### config.mk
export PLATFORM = sky130hd
export DESIGN_NAME = convctl_top
export DESIGN_NICKNAME = d
export VERILOG_FILES = /design/src/rtl/convctl_pkg.sv /design/src/rtl/convctl_prescaler.sv /design/src/rtl/convctl_seq.sv /design/src/rtl/convctl_result.sv /design/src/rtl/convctl_top.sv
export SDC_FILE = /design/constraint.sdc
export NUM_CORES = 1
export LEC_CHECK = 0
export ABC_CLOCK_PERIOD_IN_PS = 1700
export CORE_ASPECT_RATIO = 1.25
export CORE_UTILIZATION = 42
export CTS_CLUSTER_SIZE = 25
export DETAILED_ROUTE_END_ITERATION = 8
export GPL_TIMING_DRIVEN = 0
export MAX_ROUTING_LAYER = met4
export PLACE_DENSITY = 0.75
export SYNTH_ARGS = -nofsm -noshare
export SYNTH_HDL_FRONTEND = slang
export SYNTH_SLANG_ARGS = --single-unit
### constraint.sdc
create_clock -name clk -period 1.7 [get_ports clk]
set_input_delay 0.34 -clock clk [delete_from_list [all_inputs] [get_ports clk]]
set_output_delay 0.34 -clock clk [all_outputs]
set_load 0.02 [all_outputs]
### src/rtl/convctl_pkg.sv
package convctl_pkg;

  // Control byte bit positions (software-visible layout)
  localparam int CSR_EN_B    = 7;
  localparam int CSR_GO_B    = 6;
  localparam int CSR_CONT_B  = 5;
  localparam int CSR_FLAG_B  = 4;
  localparam int CSR_IE_B    = 3;
  localparam int CSR_PS_W    = 3;

  // Register addresses
  localparam logic [1:0] ADDR_CTRL = 2'd0;
  localparam logic [1:0] ADDR_LO   = 2'd1;
  localparam logic [1:0] ADDR_HI   = 2'd2;

  typedef enum logic [1:0] {
    SQ_IDLE = 2'd0,
    SQ_REQ  = 2'd1,
    SQ_WAIT = 2'd2
  } seq_state_e;

  typedef struct packed {
    logic                 en;
    logic                 cont;
    logic                 ie;
    logic [CSR_PS_W-1:0]  ps;
  } ctrl_t;

endpackage

### src/rtl/convctl_prescaler.sv
module convctl_prescaler #(
  parameter int PS_W = 3
) (
  input  logic            clk,
  input  logic            rst_n,
  input  logic            run,
  input  logic [PS_W-1:0] code,
  output logic            tick
);
  localparam int MAX_SHIFT = (1 << PS_W) - 1;
  localparam int CNT_W     = MAX_SHIFT;

  logic [CNT_W-1:0] cnt_q;
  logic [CNT_W:0]   pow2;
  logic [CNT_W-1:0] lim;

  // Division factor is 2^code, except code 0 which also divides by 2
  always_comb begin
    pow2 = {{CNT_W{1'b0}}, 1'b1} << code;
    if (code == '0) lim = CNT_W'(1);
    else            lim = CNT_W'(pow2 - 1'b1);
  end

  assign tick = run && (cnt_q >= lim);

  always_ff @(posedge clk or negedge rst_n) begin
    if (!rst_n)      cnt_q <= '0;
    else if (!run)   cnt_q <= '0;
    else if (tick)   cnt_q <= '0;
    else             cnt_q <= cnt_q + 1'b1;
  end
endmodule

### src/rtl/convctl_seq.sv
module convctl_seq
  import convctl_pkg::*;
(
  input  logic clk,
  input  logic rst_n,
  input  logic en_nxt,
  input  logic cont_nxt,
  input  logic go,
  input  logic req_ready,
  input  logic rsp_valid,
  output logic req_valid,
  output logic rsp_ready,
  output logic busy,
  output logic done
);
  seq_state_e st_q, st_d;

  assign req_valid = (st_q == SQ_REQ);
  assign rsp_ready = (st_q == SQ_WAIT);
  assign busy      = (st_q != SQ_IDLE);
  assign done      = rsp_ready && rsp_valid && en_nxt;

  always_comb begin
    st_d = st_q;
    unique case (st_q)
      SQ_IDLE: if (go)        st_d = SQ_REQ;
      SQ_REQ:  if (req_ready) st_d = SQ_WAIT;
      SQ_WAIT: if (rsp_valid) st_d = cont_nxt ? SQ_REQ : SQ_IDLE;
      default:                st_d = SQ_IDLE;
    endcase
    if (!en_nxt) st_d = SQ_IDLE;
  end

  always_ff @(posedge clk or negedge rst_n) begin
    if (!rst_n) st_q <= SQ_IDLE;
    else        st_q <= st_d;
  end
endmodule

### src/rtl/convctl_result.sv
module convctl_result #(
  parameter int RES_W  = 10,
  parameter int DATA_W = 8
) (
  input  logic              clk,
  input  logic              rst_n,
  input  logic              upd,
  input  logic [RES_W-1:0]  res,
  input  logic              rd_lo,
  input  logic              rd_hi,
  output logic [DATA_W-1:0] lo,
  output logic [DATA_W-1:0] hi,
  output logic              locked,
  output logic              accepted
);
  localparam int PAD_W = 2 * DATA_W - RES_W;

  logic lock_q;

  assign locked   = lock_q;
  // A low-byte read on the update edge also blocks the update (no tearing)
  assign accepted = upd && !lock_q && !rd_lo;

  always_ff @(posedge clk or negedge rst_n) begin
    if (!rst_n) begin
      lo <= '0;
      hi <= '0;
    end else if (accepted) begin
      lo <= res[DATA_W-1:0];
      hi <= {{PAD_W{1'b0}}, res[RES_W-1:DATA_W]};
    end
  end

  always_ff @(posedge clk or negedge rst_n) begin
    if (!rst_n)     lock_q <= 1'b0;
    else if (rd_lo) lock_q <= 1'b1;
    else if (rd_hi) lock_q <= 1'b0;
  end
endmodule

### src/rtl/convctl_top.sv
module convctl_top
  import convctl_pkg::*;
#(
  parameter int RES_W  = 10,
  parameter int DATA_W = 8
) (
  input  logic              clk,
  input  logic              rst_n,
  input  logic              bus_sel,
  input  logic              bus_wr,
  input  logic              bus_rd,
  input  logic [1:0]        bus_addr,
  input  logic [DATA_W-1:0] bus_wdata,
  output logic [DATA_W-1:0] bus_rdata,
  input  logic              gie,
  output logic              irq,
  input  logic              irq_ack,
  output logic              conv_tick,
  output logic              req_valid,
  input  logic              req_ready,
  input  logic              rsp_valid,
  output logic              rsp_ready,
  input  logic [RES_W-1:0]  rsp_data
);
  ctrl_t             ctrl_q;
  logic              flag_q;
  logic              wr_ctrl, rd_lo, rd_hi;
  logic              en_nxt, cont_nxt, go, flag_clr;
  logic              busy, done, accepted, res_locked;
  logic [DATA_W-1:0] res_lo, res_hi;

  assign wr_ctrl  = bus_sel && bus_wr && (bus_addr == ADDR_CTRL);
  assign rd_lo    = bus_sel && bus_rd && (bus_addr == ADDR_LO);
  assign rd_hi    = bus_sel && bus_rd && (bus_addr == ADDR_HI);

  assign en_nxt   = wr_ctrl ? bus_wdata[CSR_EN_B]   : ctrl_q.en;
  assign cont_nxt = wr_ctrl ? bus_wdata[CSR_CONT_B] : ctrl_q.cont;
  assign go       = wr_ctrl && bus_wdata[CSR_GO_B] && bus_wdata[CSR_EN_B];
  assign flag_clr = (wr_ctrl && bus_wdata[CSR_FLAG_B]) || irq_ack;

  always_ff @(posedge clk or negedge rst_n) begin
    if (!rst_n) begin
      ctrl_q <= '0;
    end else if (wr_ctrl) begin
      ctrl_q.en   <= bus_wdata[CSR_EN_B];
      ctrl_q.cont <= bus_wdata[CSR_CONT_B];
      ctrl_q.ie   <= bus_wdata[CSR_IE_B];
      ctrl_q.ps   <= bus_wdata[CSR_PS_W-1:0];
    end
  end

  // Set beats clear when both land on one edge
  always_ff @(posedge clk or negedge rst_n) begin
    if (!rst_n)        flag_q <= 1'b0;
    else if (accepted) flag_q <= 1'b1;
    else if (flag_clr) flag_q <= 1'b0;
  end

  assign irq = flag_q && ctrl_q.ie && gie;

  convctl_prescaler #(.PS_W(CSR_PS_W)) u_div (
    .clk  (clk),
    .rst_n(rst_n),
    .run  (ctrl_q.en),
    .code (ctrl_q.ps),
    .tick (conv_tick)
  );

  convctl_seq u_seq (
    .clk      (clk),
    .rst_n    (rst_n),
    .en_nxt   (en_nxt),
    .cont_nxt (cont_nxt),
    .go       (go),
    .req_ready(req_ready),
    .rsp_valid(rsp_valid),
    .req_valid(req_valid),
    .rsp_ready(rsp_ready),
    .busy     (busy),
    .done     (done)
  );

  convctl_result #(.RES_W(RES_W), .DATA_W(DATA_W)) u_res (
    .clk     (clk),
    .rst_n   (rst_n),
    .upd     (done),
    .res     (rsp_data),
    .rd_lo   (rd_lo),
    .rd_hi   (rd_hi),
    .lo      (res_lo),
    .hi      (res_hi),
    .locked  (res_locked),
    .accepted(accepted)
  );

  always_comb begin
    unique case (bus_addr)
      ADDR_CTRL: bus_rdata = {ctrl_q.en, busy, ctrl_q.cont, flag_q, ctrl_q.ie, ctrl_q.ps};
      ADDR_LO:   bus_rdata = res_lo;
      ADDR_HI:   bus_rdata = res_hi;
      default:   bus_rdata = '0;
    endcase
  end
endmodule

; Word-level counts from Yosys, hierarchy flattened
; Cells that the tools add are included.
[word_totals]
latchBits = 0
output_inout_bits = 12
mem_bits_ro = 0
elab_cells = 62
ff_bits = 27
mem_bits_rw = 0
mem_count = 0
[classes]
magnitude_cmp = 1
n_reduce_logical = 25
bitwise = 0
shifts = 1
n_mux = 16
add_sub_neg = 2
n_mul = 0
n_eq_ne = 7
div_mod_pow = 0
[op_table]
columns = cell, n
row1 = $pmux 8 s3, 1
row2 = $mux 7, 3
row3 = $logic_and 1x1->1, 15
row4 = $ne 3x3->1 const B, 3
row5 = $mux 2, 4
row6 = $add 7x1->7 const B, 1
row7 = $ge 7x7->1, 1
row8 = $mux 1, 7
row9 = $shl 1x3->7 const A, 1
row10 = $sub 7x1->7 const B, 1
row11 = $pmux 2 s3, 1
row12 = $reduce_bool 2->1, 3
row13 = $eq 2x1->1 const B, 2
row14 = $eq 2x2->1 const B, 2
row15 = $logic_not 2->1, 2
row16 = $logic_not 3->1, 1
row17 = $reduce_and 3->1, 1
row18 = $logic_not 1->1, 2
row19 = $logic_or 1x1->1, 1

; Depth between registers and ports, before layout
[depth]
ltp_word = 7
ltp_mapped = 6

; Modules after synthesis
; A second synthesis with hierarchy kept.
[unflattened]
hier_cells = 136
hier_area_um2 = 1624.1
[by_module_without_submodules]
columns = mod, n_inst, cells_per_inst, area_each_um2
row1 = convctl_top, 1, 44, 545.5
row2 = convctl_prescaler, 1, 47, 476.7
row3 = convctl_result, 1, 32, 473.0
row4 = convctl_seq, 1, 13, 128.9

; Worst setup path after synthesis
; Ideal clock, no wire load.
[synth_timing]
path_type = register to output
from = reg ctrl_q[2] in the netlist's numbering
to = out conv_tick
setup_slack_ns = -0.384
t_required_ns = 1.360
path_stages_with_launch = 7
path_buffers = 0
arrival_ns = 1.744
cell_sequence = dfrtp_1 inv_1 ha_1 nand2_1 o21a_1 or2_2 a21boi_0
[synth_between]
elab_chain_cells = 5
elab_cells_between_ends = 6
cone_classes = add/sub: 1 / order compare: 1 / shift: 1 / mux: 1 / reduce/logical: 2
[synth_rtl]
columns = item, line
row1 = start: declaration, convctl_top.sv:25  ; ctrl_t ctrl_q;
row2 = $shl 1x3->7, convctl_prescaler.sv:19  ; pow2 = {{CNT_W{1'b0}}, 1'b1} << code;
row3 = $sub 7x1->7, convctl_prescaler.sv:21  ; else lim = CNT_W'(pow2 - 1'b1);
row4 = $mux 7 (*), convctl_prescaler.sv:20  ; if (code == '0) lim = CNT_W'(1);
row5 = $ge 7x7->1 (*), convctl_prescaler.sv:24  ; assign tick = run && (cnt_q >= lim);
row6 = $logic_and 1x1->1 (*), convctl_prescaler.sv:24
row7 = end: declaration, convctl_top.sv:18  ; output logic conv_tick,
; Mark *: on every way between the ends. The rest lies on a longest branch, timed or not.

; Worst setup path in the final report
; Ends and elaborated chain as after synthesis.

==> metrics <==
Worst Setup End Kind output pin; Pwr Density 768 mW/mm^2; Max Clock Freq 462 MHz; CTS buffer count 3; worst r2r dst u_div.cnt_q[6]; clk buf depth 2; synthesized area per cell 10.6 um^2; placed insts 212; Remaining DRCs 0; die area 0.00363 mm^2; Clock transition at path regs 0.10 ns; routed vias/inst 5.30; height of the die 67.1 um; register area share after synthesis 47.4%; kind of critical path register to output pin; most frequent cells in the layout dfrtp_1, clkdlybuf4s50_1, nor2_1; final setup skew 0.00639 ns; Clock H-tree levels 1; Leak Pwr 0.996 nW; Synth top area share 47.4%; crit path DAT 1.83 ns; Setup crit start ctrl_q[2]; wire per inst 14.9 um; reg2reg path depth 7; Slew @ Worst Pin 0.605 ns; worst-path maximum fanout 7; Antenna Cells 0; largest net degree at the start of global routing 28; ys flop type dfrtp_1; Clock Latency Late Sink 0.28 ns; first-pass GRT wire length 5490 um; HPWL Detailed 2420 um; CORE AREA 0.00322 mm^2; Yosys Warn Count 0; Hold WC Path Type primary input to async pin; Tcrit/Tclk final 127%; global route overflow 0; Synth Instances 135; RSZ-0062 raised after global routing true; max-slew violations 0; top cells by area, synth dfrtp_1, mux2_1, ha_1; Post-Syn Nets 171; number of global-route vias before repair 1232; final wirelength 3350 um; Hold Buf Count CTS 0; routed vias 1192; required time of the critical path 1.36 ns; Netlist cell types 33; worst flop-to-flop path startpoint ctrl_q[2]; Final min period 2.17 ns; area leader, netlist dfrtp_1; final hold vios 0; Tot GR Track Use 21.8%; post-route ant nets 0; layout cell share with drive strength beyond 1 26.1%; drt initial violations 24; CTS tree yes; TritonRoute pass-1 iters 4; Post-Syn Area 0.00143 mm^2; IO Count 41; Port Buffers 40; initial antenna violation count 0; setup ws final -0.467 ns; synthesized flop and latch total 27; Area Growth Syn to Fin 43.6%; commonest non-fill, non-tap cell in the layout dfrtp_1; Post-synth EDFFs 0; clk sink count 27; slew margin rel. 59.7%; internal reg-to-reg setup slack -0.01 ns; row count 23; Finished Layout Cells 225; crit path launch type register; outcome complete, but fails checks; GPL Wtd Cong 0.850; final setup fails 2; Layout Utilization 63.5%; root buffer cell clkbuf_8; failing checks negative setup slack; initial core utilization 44.2%; async set-reset flop share out of synthesis 100%; Max VDD drop 0.000546 V; max-cap viol count 0; die width 54.1 um; nets 225
## Yosys cell counts, drive strengths merged (3+ instances only)
library cell	n
nand2	8
mux2i	8
buf	3
ha	7
dfrtp	27
inv	7
nand3	7
nor2	19
mux2	14
o21ai	6
a21oi	7
xor2	4
## repair_timing
item,4_1_cts,5_1_grt
pin swaps,4,2
resized for setup,48,17
setup endpoints to repair,31,26
buffers inserted,7,1
gates cloned,1,0
## final cells by class
| cell class | instances | area, um^2 |
|---|---|---|
| plain buffers | 4 | 47.5 |
| clock buffers | 3 | 41.3 |
| clock inverters | 1 | 5.00 |
| fillers | 282 | 1180 |
| inverters | 7 | 26.3 |
| multi-input cells | 97 | 777 |
| flip-flops and latches | 27 | 679 |
| well taps | 37 | 46.3 |
| repair buffers | 49 | 424 |
## stage by stage
step	power, mW	area [um^2]	setup TNS (ns)	hold WS, ns	worst slack, ns
floorplan	0.976	1450	-0.0168	0.0444	-0.0168
global placement	1.13	1900	-20.62	0.469	-1.05
detailed placement	1.15	1900	-22.86	0.475	-1.05
CTS	1.56	2050	-0.514	0.498	-0.464
global route	1.66	2050	-1.17	0.108	-0.539
finish	1.57	2050	-0.481	0.0566	-0.467
## how the worst max path moves through the flow
| stage | endpoint | slack [ns] | cells past startpoint |
|---|---|---|---|
| floorplan | conv_tick | -0.02 | 6 |
| global placement | bus_rdata[1] | -1.05 | 5 |
| detailed placement | bus_rdata[1] | -1.05 | 5 |
| CTS | conv_tick | -0.46 | 7 |
| global route | conv_tick | -0.54 | 7 |
| finish | conv_tick | -0.47 | 7 |
## registers in the layout, indices dropped and copies added, names as in the netlist
name          count
u_res.locked      1
flag_q            1
u_res.hi          2
u_div.cnt_q       7
ctrl_q            6
u_seq.st_q        2
u_res.lo          8
## where the power goes
group | switching [mW] | internal (mW)
combinational | 0.195 | 0.228
clock | 0.207 | 0.165
sequential | 0.0772 | 0.700
## critical path, cell delays in order (launching register included)
cell and delay, ns:
dfrtp_2 0.46, nor2_2 0.05, ha_1 0.28, a21oi_1 0.06, o21a_1 0.19, or2_4 0.24
a21boi_4 0.13, buf_6 0.13
## layer usage
layer | part of all wire (%) | routed length [um] | track usage (%)
met5 | 0 | 0 | -
met1 | 42 | 1390 | 25.1
met4 | 3.2 | 106 | 8.97
met2 | 51 | 1710 | 36.3
met3 | 4.1 | 139 | 4.11
## logic make-up (layout without fill, tap and decap cells)
family,Yosys count,count (layout),share of synthesized area (%)
fa+ha+maj,7,7,6.15
mux,22,22,16.9
simple gates,41,41,13.3
xor+xnor,5,5,3.07
flops,27,27,47.4
compound gates,22,22,9.48
buf+inv,11,64,3.69
(Power assumes the default switching activity.)
